<file path="src/rtl/dtb_pkg.sv">
package dtb_pkg;
  // Kind of fault detected on a slot
  typedef enum logic [1:0] {
    HIT_NONE    = 2'd0,
    HIT_TARGET  = 2'd1,
    HIT_NONCTRL = 2'd2
  } hit_e;

  localparam int unsigned INSN_BYTES = 4;
endpackage

</file>
<file path="src/rtl/dtb_slot_eval.sv">
module dtb_slot_eval
  import dtb_pkg::*;
#(
  parameter int AW = 32
) (
  input  logic          valid,
  input  logic [AW-1:0] pc,
  input  logic          pred_taken,
  input  logic [AW-1:0] pred_tgt,
  input  logic          ctrl,
  input  logic          direct,
  input  logic          uncond,
  input  logic [AW-1:0] calc_tgt,
  output hit_e          kind,
  output logic          checked,
  output logic [AW-1:0] fix_tgt,
  output logic [AW-1:0] fall_pc
);
  logic resolvable;

  assign fall_pc    = pc + AW'(INSN_BYTES);
  assign resolvable = valid && ctrl && direct && uncond;
  assign checked    = resolvable;

  always_comb begin
    kind    = HIT_NONE;
    fix_tgt = pred_tgt;
    if (valid && pred_taken && !ctrl) begin
      kind    = HIT_NONCTRL;
      fix_tgt = fall_pc;
    end else if (resolvable && (calc_tgt != pred_tgt)) begin
      kind    = HIT_TARGET;
      fix_tgt = calc_tgt;
    end
  end
endmodule

</file>
<file path="config.mk">
export PLATFORM = sky130hd
export DESIGN_NAME = dtb_slot_eval
export DESIGN_NICKNAME = d
export VERILOG_FILES = /design/src/rtl/dtb_pkg.sv /design/src/rtl/dtb_slot_eval.sv
export SDC_FILE = /design/constraint.sdc
export NUM_CORES = 1
export LEC_CHECK = 0
export ABC_AREA = 1
export BUFFER_PORTS_ARGS = -buffer_cell sky130_fd_sc_hd__buf_2
export CORE_MARGIN = 4
export CORE_UTILIZATION = 43
export DETAILED_ROUTE_END_ITERATION = 16
export PLACE_DENSITY = 0.95
export SLEW_MARGIN = 25
export SYNTH_ARGS = -nofsm -noshare
export SYNTH_HDL_FRONTEND = slang
export SYNTH_SLANG_ARGS = --single-unit
</file>
<file path="constraint.sdc">
create_clock -name vclk -period 2.4
set_clock_uncertainty 0.05 [all_clocks]
set_input_delay 0.48 -clock vclk [all_inputs]
set_output_delay 0.48 -clock vclk [all_outputs]
set_load 0.01 [all_outputs]
</file>
After elaboration in Yosys (flattened, before gate mapping) --
Cells that the tools add are included.
Storage, ports and cells: register bits 0, bits of input ports 101, logic and storage cells 13, output and inout bits 67
Operators by class: eq/ne operators 1, reduce and logical (&&, ||, !) cells 7, muxes and demuxes 4, add/subtract/negate cells 1
Operators by type and width (number):
- 2-to-1 mux 32 bit | 2
- adder 32 x 3 -> 32 bit (second input constant) | 1
- inequality test 32 bit | 1
- logical AND 1 bit | 6
- 2-to-1 mux 2 bit | 1
- logical NOT 1 bit | 1
- 2-to-1 mux 1 bit | 1

Depth between registers and ports, before layout --
Gate-level depths: netlist of run 1.
word-level depth 6, mapped depth 13, gate-level depth less buffers 12

Worst setup path before layout of run 1 --
Ideal clock, no wire load.
kind input to output, start point in pc[2], end point out fix_tgt[30], setup slack 0.140 ns, arrival 1.730 ns, data required time 1.870 ns, path buffers 0, stages 9, cell sequence ha_1 nand3_2 nor2_4 nand4_4 nor2_4 nand2_1 xor2_1 nand2_1 nand2_1
On the way: word-level cells in the longest chain between the ends 2
Ends and longest elaborated chain:
- from (decl) | RTL line dtb_slot_eval.sv:7 | input logic [AW-1:0] pc,
- adder 32 x 3 -> 32 bit | RTL line dtb_slot_eval.sv:21 | assign fall_pc = pc + AW'(INSN_BYTES);
- net fall_pc[30] | RTL line dtb_slot_eval.sv:17 | output logic [AW-1:0] fall_pc
- 2-to-1 mux 32 bit | RTL line dtb_slot_eval.sv:28 | if (valid && pred_taken && !ctrl) begin
- to (decl) | RTL line dtb_slot_eval.sv:16 | output logic [AW-1:0] fix_tgt,
The timed path passes the listed nets, and every way through them passes these cells.

Final worst setup path of run 1 --
start point in calc_tgt[21], end point out fix_tgt[22]
On the way: word-level cells in the longest chain between the ends 4
Ends and longest elaborated chain:
- from (decl) | RTL line dtb_slot_eval.sv:13 | input logic [AW-1:0] calc_tgt,
- inequality test 32 bit | RTL line dtb_slot_eval.sv:31 | end else if (resolvable && (calc_tgt != pred_tgt)) begin
- logical AND 1 bit | RTL line dtb_slot_eval.sv:31
- 2-to-1 mux 32 bit | RTL line dtb_slot_eval.sv:31
- 2-to-1 mux 32 bit | RTL line dtb_slot_eval.sv:28
Every way passes these cells.

==> impl_metrics.py, run 1 <==
metrics = {
    "worst_setup_path": {
        "crit_path_end_kind": "output pin",
        "crit_required_ns": 1.87,
        "start_kind": "input port",
        "cp_slowest_cell": "clkbuf_16",
        "cp_common_cell": "nand2_1",
        "path_cells": "buf_2 > inv_1 > nand2_1 > nand2_1 > nand2_1 > nor2_1 > nand2_1 > nor2_2 > nand2_2 > nand2_4 > clkbuf_16 > nand2_1 > nand3_1 > nand2_1 > buf_2",
        "cp_slowest_stage_delay_ns": 0.16,
        "crit_arrival_ns": 1.98,
        "path_class": "input port to output pin",
        "cp_max_fo": 6,
    },
    "die": {
        "chipWidth_um": 80.5,
        "die-area_um2": 6480,
        "num_rows": 26,
        "start_util_pct": 44.2,
        "core_area_um2": 5110,
        "fp.dieH_um": 80.5,
        "io_pins": 168,
    },
    "power": {
        "combPwrFrac_pct": 100.0,
        "pwr-share-clk_pct": 0,
        "p_leak_nw": 2.35,
        "p_seq_share_pct": 0,
        "ir_drop_mv": 0.139,
        "p_per_area_nw_per_um2": 169,
        "swShare_pct": 54.8,
        "p_sw_mw": 0.356,
        "p_int_mw": 0.293,
    },
    "placement": {
        "gp_congestion": 0.959,
        "dpl-instance-area_um2": 3270,
        "dp_hpwl_um": 7920,
        "io_buffers": 168,
    },
    "final_layout": {
        "nClkBuffers": 0,
        "drive_above_1_share_pct": 46.0,
        "fin_area_um2": 3850,
        "final_util_pct": 75.4,
        "finish.net_count": 737,
        "regArea_um2": 0,
        "flops_and_latches": 0,
        "num_antenna_cells": 0,
        "nFillCells": 371,
        "syn2layout_area_growth_pct": 70.4,
    },
    "logic_synthesis": {
        "synth_area_um2": 2260,
        "yosysUniqueCellTypes": 28,
        "syn_area_per_cell_um2": 5.01,
        "synthCells": 451,
        "ys_seq_area_share_pct": 0,
        "syn_nets": 553,
        "synth_warnings": 0,
    },
    "timing": {
        "fin_crit_ns": 2.51,
        "finalSetupViolCount": 32,
        "rsz0062_at_grt": "true",
        "max_freq_ghz": 0.398,
        "slew_violations": 0,
        "max_slew_margin_pct": 73.2,
        "min_period_over_period_pct": 105,
        "hold_viol_final": 0,
        "holdWs_ns": 1.11,
        "fin_ws_ns": -0.113,
        "tightestPinTransition_ns": 0.402,
    },
    "hold_path": {
        "hp-class": "input port to output pin",
    },
    "grt": {
        "grt_first_pass_wirelength_um": 14200,
        "grt_use_total_pct": 26.8,
        "antenna_found_initial": 0,
        "grt.overflow.total": 0,
        "grt_pass1_vias": 3145,
        "grt_max_degree": 31,
    },
    "outcome": {
        "violations": "negative setup slack",
        "status": "finished with violations",
    },
    "route": {
        "viasPerCell": 5.26,
        "finalWirelength_um": 11000,
        "wl_per_cell_um": 15.7,
        "dr.pass1.iters": 5,
        "drtIter0Drc": 277,
        "drc": 0,
        "num_vias": 3698,
        "final_antenna_net_count": 0,
    },
    "flow_run": {
        "cap_violations": 0,
    },
    "cts": {
        "postCtsHoldBufs": 0,
    },
}
Yosys cell counts (all sizes together):
master	n	area share, %
nand2	179	31
inv	84	14
nand3	78	18
xnor2	33	13
nor2	31	7.8
xor2	13	5.4
buf	9	2.5
clkbuf	8	1.3
nor3	7	2.7
nand4	4	1.8
nor4	2	0.55
and3	1	0.33
ha	1	0.55
o21ai	1	0.22
kinds of logic (layout without fill, tap and decap cells):
family / Yosys count / after routing / share of synthesized area [%]
buffers and inverters: 101 / 283 / 17.8
xor gates and xnor gates: 46 / 46 / 18.8
and+or+nand+nor: 302 / 302 / 62.6
AOI/OAI and AO/OA: 1 / 1 / 0.221
adders and majority gates: 1 / 1 / 0.554
per-layer routing:
metal / wire [um] / up-vias / global-route usage, %
met3: 858 / 53 / 2.13
met5: 0 / - / 0
li1: - / 1729 / -
met4: 403 / 0 / 5.07
met2: 5810 / 260 / 49.9
met1: 3970 / 1656 / 33.3
power groups by stage:
stage	clock (mW)	sequential (mW)	combinational (mW)
floorplan	0	0	0.270
global placement	0	0	0.516
detailed placement	0	0	0.529
CTS	0	0	0.540
global route	0	0	0.693
finish	0	0	0.649
layout make-up:
type / instances / area [um2] / area share [%]
tap: 70 / 87.6 / 2.27
timing repair buffer: 199 / 1320 / 34.3
inverter: 84 / 318 / 8.25
multi-input combinational: 350 / 2130 / 55.2
critical path: cells and delay by family:
| family | cells | cell delay, ns |
|---|---|---|
| buf+inv | 4 | 0.48 |
| simple gates | 11 | 1.00 |
repair_timing:
item | 4_1_cts | 5_1_grt
setup endpoints to repair | 32 | 34
pin swaps | 7 | 21
cloned | 0 | 3
setup buffers | 1 | 6
gates resized for setup | 9 | 112
cell usage in the layout (no fill, tap or decap), types with 2 or more instances in the layout:
master / instances
buf_2: 140
buf_4: 24
buf_6: 30
buf_8: 2
clkbuf_16: 2
inv_1: 67
inv_2: 16
nand2_1: 156
nand2_2: 15
nand2_4: 8
nand3_1: 63
nand3_2: 12
nand3_4: 3
nand4_1: 3
nor2_1: 17
nor2_2: 8
nor2_4: 5
nor3_1: 2
nor3_2: 3
nor3_4: 2
nor4_1: 2
xnor2_1: 20
xnor2_2: 13
xor2_1: 11
xor2_2: 2
per-stage QoR:
step | power [mW] | setup WS (ns) | std cells | setup TNS [ns]
floorplan | 0.270 | 0.140 | 451 | 0
finish | 0.649 | -0.113 | 703 | -1.66
global route | 0.693 | -0.238 | 703 | -5.63
global placement | 0.516 | 0.00104 | 693 | 0
detailed placement | 0.529 | -0.0411 | 693 | -0.393
CTS | 0.540 | -0.0238 | 694 | -0.138
final timing paths:
check                    start     endpoint  slack, ns  depth (start not counted)
setup / recovery  calc_tgt[21]  fix_tgt[22]      -0.11                         15
hold / removal           pc[0]   fall_pc[0]       1.11                          2
Power figures use the tool's default switching activity.
==> run 2: changes to the inputs <==
--- a/config.mk
+++ b/config.mk
@@ -11,6 +11,7 @@
 export CORE_UTILIZATION = 43
 export DETAILED_ROUTE_END_ITERATION = 16
 export PLACE_DENSITY = 0.95
+export SKIP_LAST_GASP = 1
 export SLEW_MARGIN = 25
 export SYNTH_ARGS = -nofsm -noshare
 export SYNTH_HDL_FRONTEND = slang
==> run 2 against run 1 <==
- the flow still finishes with violations (negative setup slack)
- via count down 4.2%
- sequential share of layout area unchanged
- first-iteration DRC count down 11%
- worst setup slack better by 0.012 ns
- non-clock buffer count unchanged
- critical path type unchanged
- highest routed layer unchanged
==> impl_metrics.py, run 2 (synthesized netlist as in run 1, its figures left out) <==
metrics = {
    "final_layout": {
        "drive_above_1_share_pct": 43.4,
        "num_antenna_cells": 0,
        "final_cell_mix": "nand2_1, buf_2, nand3_1",
        "final_cells": 703,
        "fin_area_um2": 3650,
        "regArea_um2": 0,
        "nClkBuffers": 0,
        "final_common_cell": "nand2_1",
        "finish.net_count": 737,
        "syn2layout_area_growth_pct": 61.6,
        "flops_and_latches": 0,
    },
    "timing": {
        "finalSetupViolCount": 33,
        "slew_violations": 0,
        "hold_viol_final": 0,
        "rsz0062_at_grt": "true",
        "fin_crit_ns": 2.50,
        "holdWs_ns": 1.11,
        "max_freq_ghz": 0.400,
        "max_slew_margin_pct": 77.7,
        "min_period_over_period_pct": 104,
        "fin_ws_ns": -0.101,
        "tightestPinTransition_ns": 0.334,
    },
    "worst_setup_path": {
        "start_kind": "input port",
        "path_class": "input port to output pin",
        "crit_path_end_kind": "output pin",
        "crit_arrival_ns": 1.97,
        "crit_required_ns": 1.87,
        "cp_max_fo": 16,
    },
    "grt": {
        "grtUsageMet2_pct": 49.7,
        "grt.overflow.total": 0,
        "grtUsageMet1_pct": 33.3,
        "grt-busiest-layer": "met2",
        "grt_max_degree": 31,
        "grt.met3_usage_pct": 2.13,
        "grt_first_pass_wirelength_um": 14100,
        "antenna_found_initial": 0,
        "grt_pass1_vias": 3135,
        "grt_use_total_pct": 26.7,
    },
    "power": {
        "combPwrFrac_pct": 100.0,
        "ir_drop_mv": 0.148,
        "p_sw_mw": 0.332,
        "power_mw": 0.595,
        "p_per_area_nw_per_um2": 163,
        "pwr-share-clk_pct": 0,
        "swShare_pct": 55.9,
        "p_int_mw": 0.262,
        "p_seq_share_pct": 0,
        "p_leak_nw": 2.27,
    },
    "outcome": {
        "violations": "negative setup slack",
        "status": "finished with violations",
    },
    "die": {
        "die-area_um2": 6480,
        "start_util_pct": 44.2,
        "core_area_um2": 5110,
        "io_pins": 168,
        "num_rows": 26,
        "chipWidth_um": 80.5,
        "fp.dieH_um": 80.5,
    },
    "cts": {
        "postCtsHoldBufs": 0,
    },
    "route": {
        "finalWirelength_um": 9950,
        "drtIter0Drc": 247,
        "drc": 0,
        "dr.pass1.iters": 5,
        "num_vias": 3542,
        "viasPerCell": 5.04,
        "wl_per_cell_um": 14.2,
        "final_antenna_net_count": 0,
    },
    "hold_path": {
        "hp-class": "input port to output pin",
    },
    "flow_run": {
        "cap_violations": 0,
    },
    "placement": {
        "gp_congestion": 0.959,
        "dpl-instance-area_um2": 3270,
        "dp_hpwl_um": 7920,
        "io_buffers": 168,
        "dp.cells": 693,
    },
}
==> run 2: cell types whose count changed in the layout (fill, tap and decap cells not counted), moves of 3 or more <==
cell,before,now
buf_6,30,12
nand3_1,63,72
nand2_2,15,12
xnor2_1,20,23
buf_4,24,27
nand3_2,12,3
buf_2,140,156
nand2_4,8,5
xnor2_2,13,10
nand2_1,156,161
==> run 2: layer usage <==
metal	vias to the layer above	wire length, um
met5	-	0
met4	0	304
met3	37	720
met2	195	5050
met1	1585	3880
li1	1725	-
==> run 2: power by group through the flow <==
stage               logic (mW)  clock network [mW]  registers, mW
floorplan                0.270                   0              0
global placement         0.516                   0              0
detailed placement       0.529                   0              0
CTS                      0.537                   0              0
global route             0.644                   0              0
finish                   0.595                   0              0
==> run 2: final cells by class <==
type | count | area, um2
Multi-Input combinational cell | 350 | 2040
Tap cell | 70 | 87.6
Timing Repair Buffer | 199 | 1200
Fill cell | 420 | 1460
Inverter | 84 | 315
==> run 2: path summary, 6_finish.rpt <==
check                     end   startpoint  slack [ns]  cells past startpoint
setup / recovery  fix_tgt[28]  calc_tgt[7]       -0.10                     12
hold / removal     fall_pc[0]        pc[0]        1.11                      2
==> run 2: stage by stage <==
stage          setup slack, ns  setup TNS [ns]  util, %
2_1_floorplan            0.140               0        -
4_1_cts                -0.0286          -0.199     65.0
3_3_place_gp           0.00104               0     64.1
6_report                -0.101           -1.35     71.5
3_5_place_dp           -0.0411          -0.393     64.1
5_1_grt                 -0.228           -6.54     71.5
==> run 2: repair_timing <==
action	CTS	global route
endpoints found under the hold margin	0	0
gates cloned	0	3
resized for setup	7	69
buffers inserted	1	6
pin swaps	6	36
endpoints found under the setup margin	32	34
==> run 2: critical path, cell delays in order <==
cell     delay, ns
buf_2         0.11
xnor2_1       0.16
nand2_1       0.08
nor2_2        0.18
nand2_1       0.09
nor2_2        0.14
nand2_4       0.12
buf_6         0.18
nand3_1       0.07
nand3_1       0.11
nand2_1       0.11
buf_2         0.14
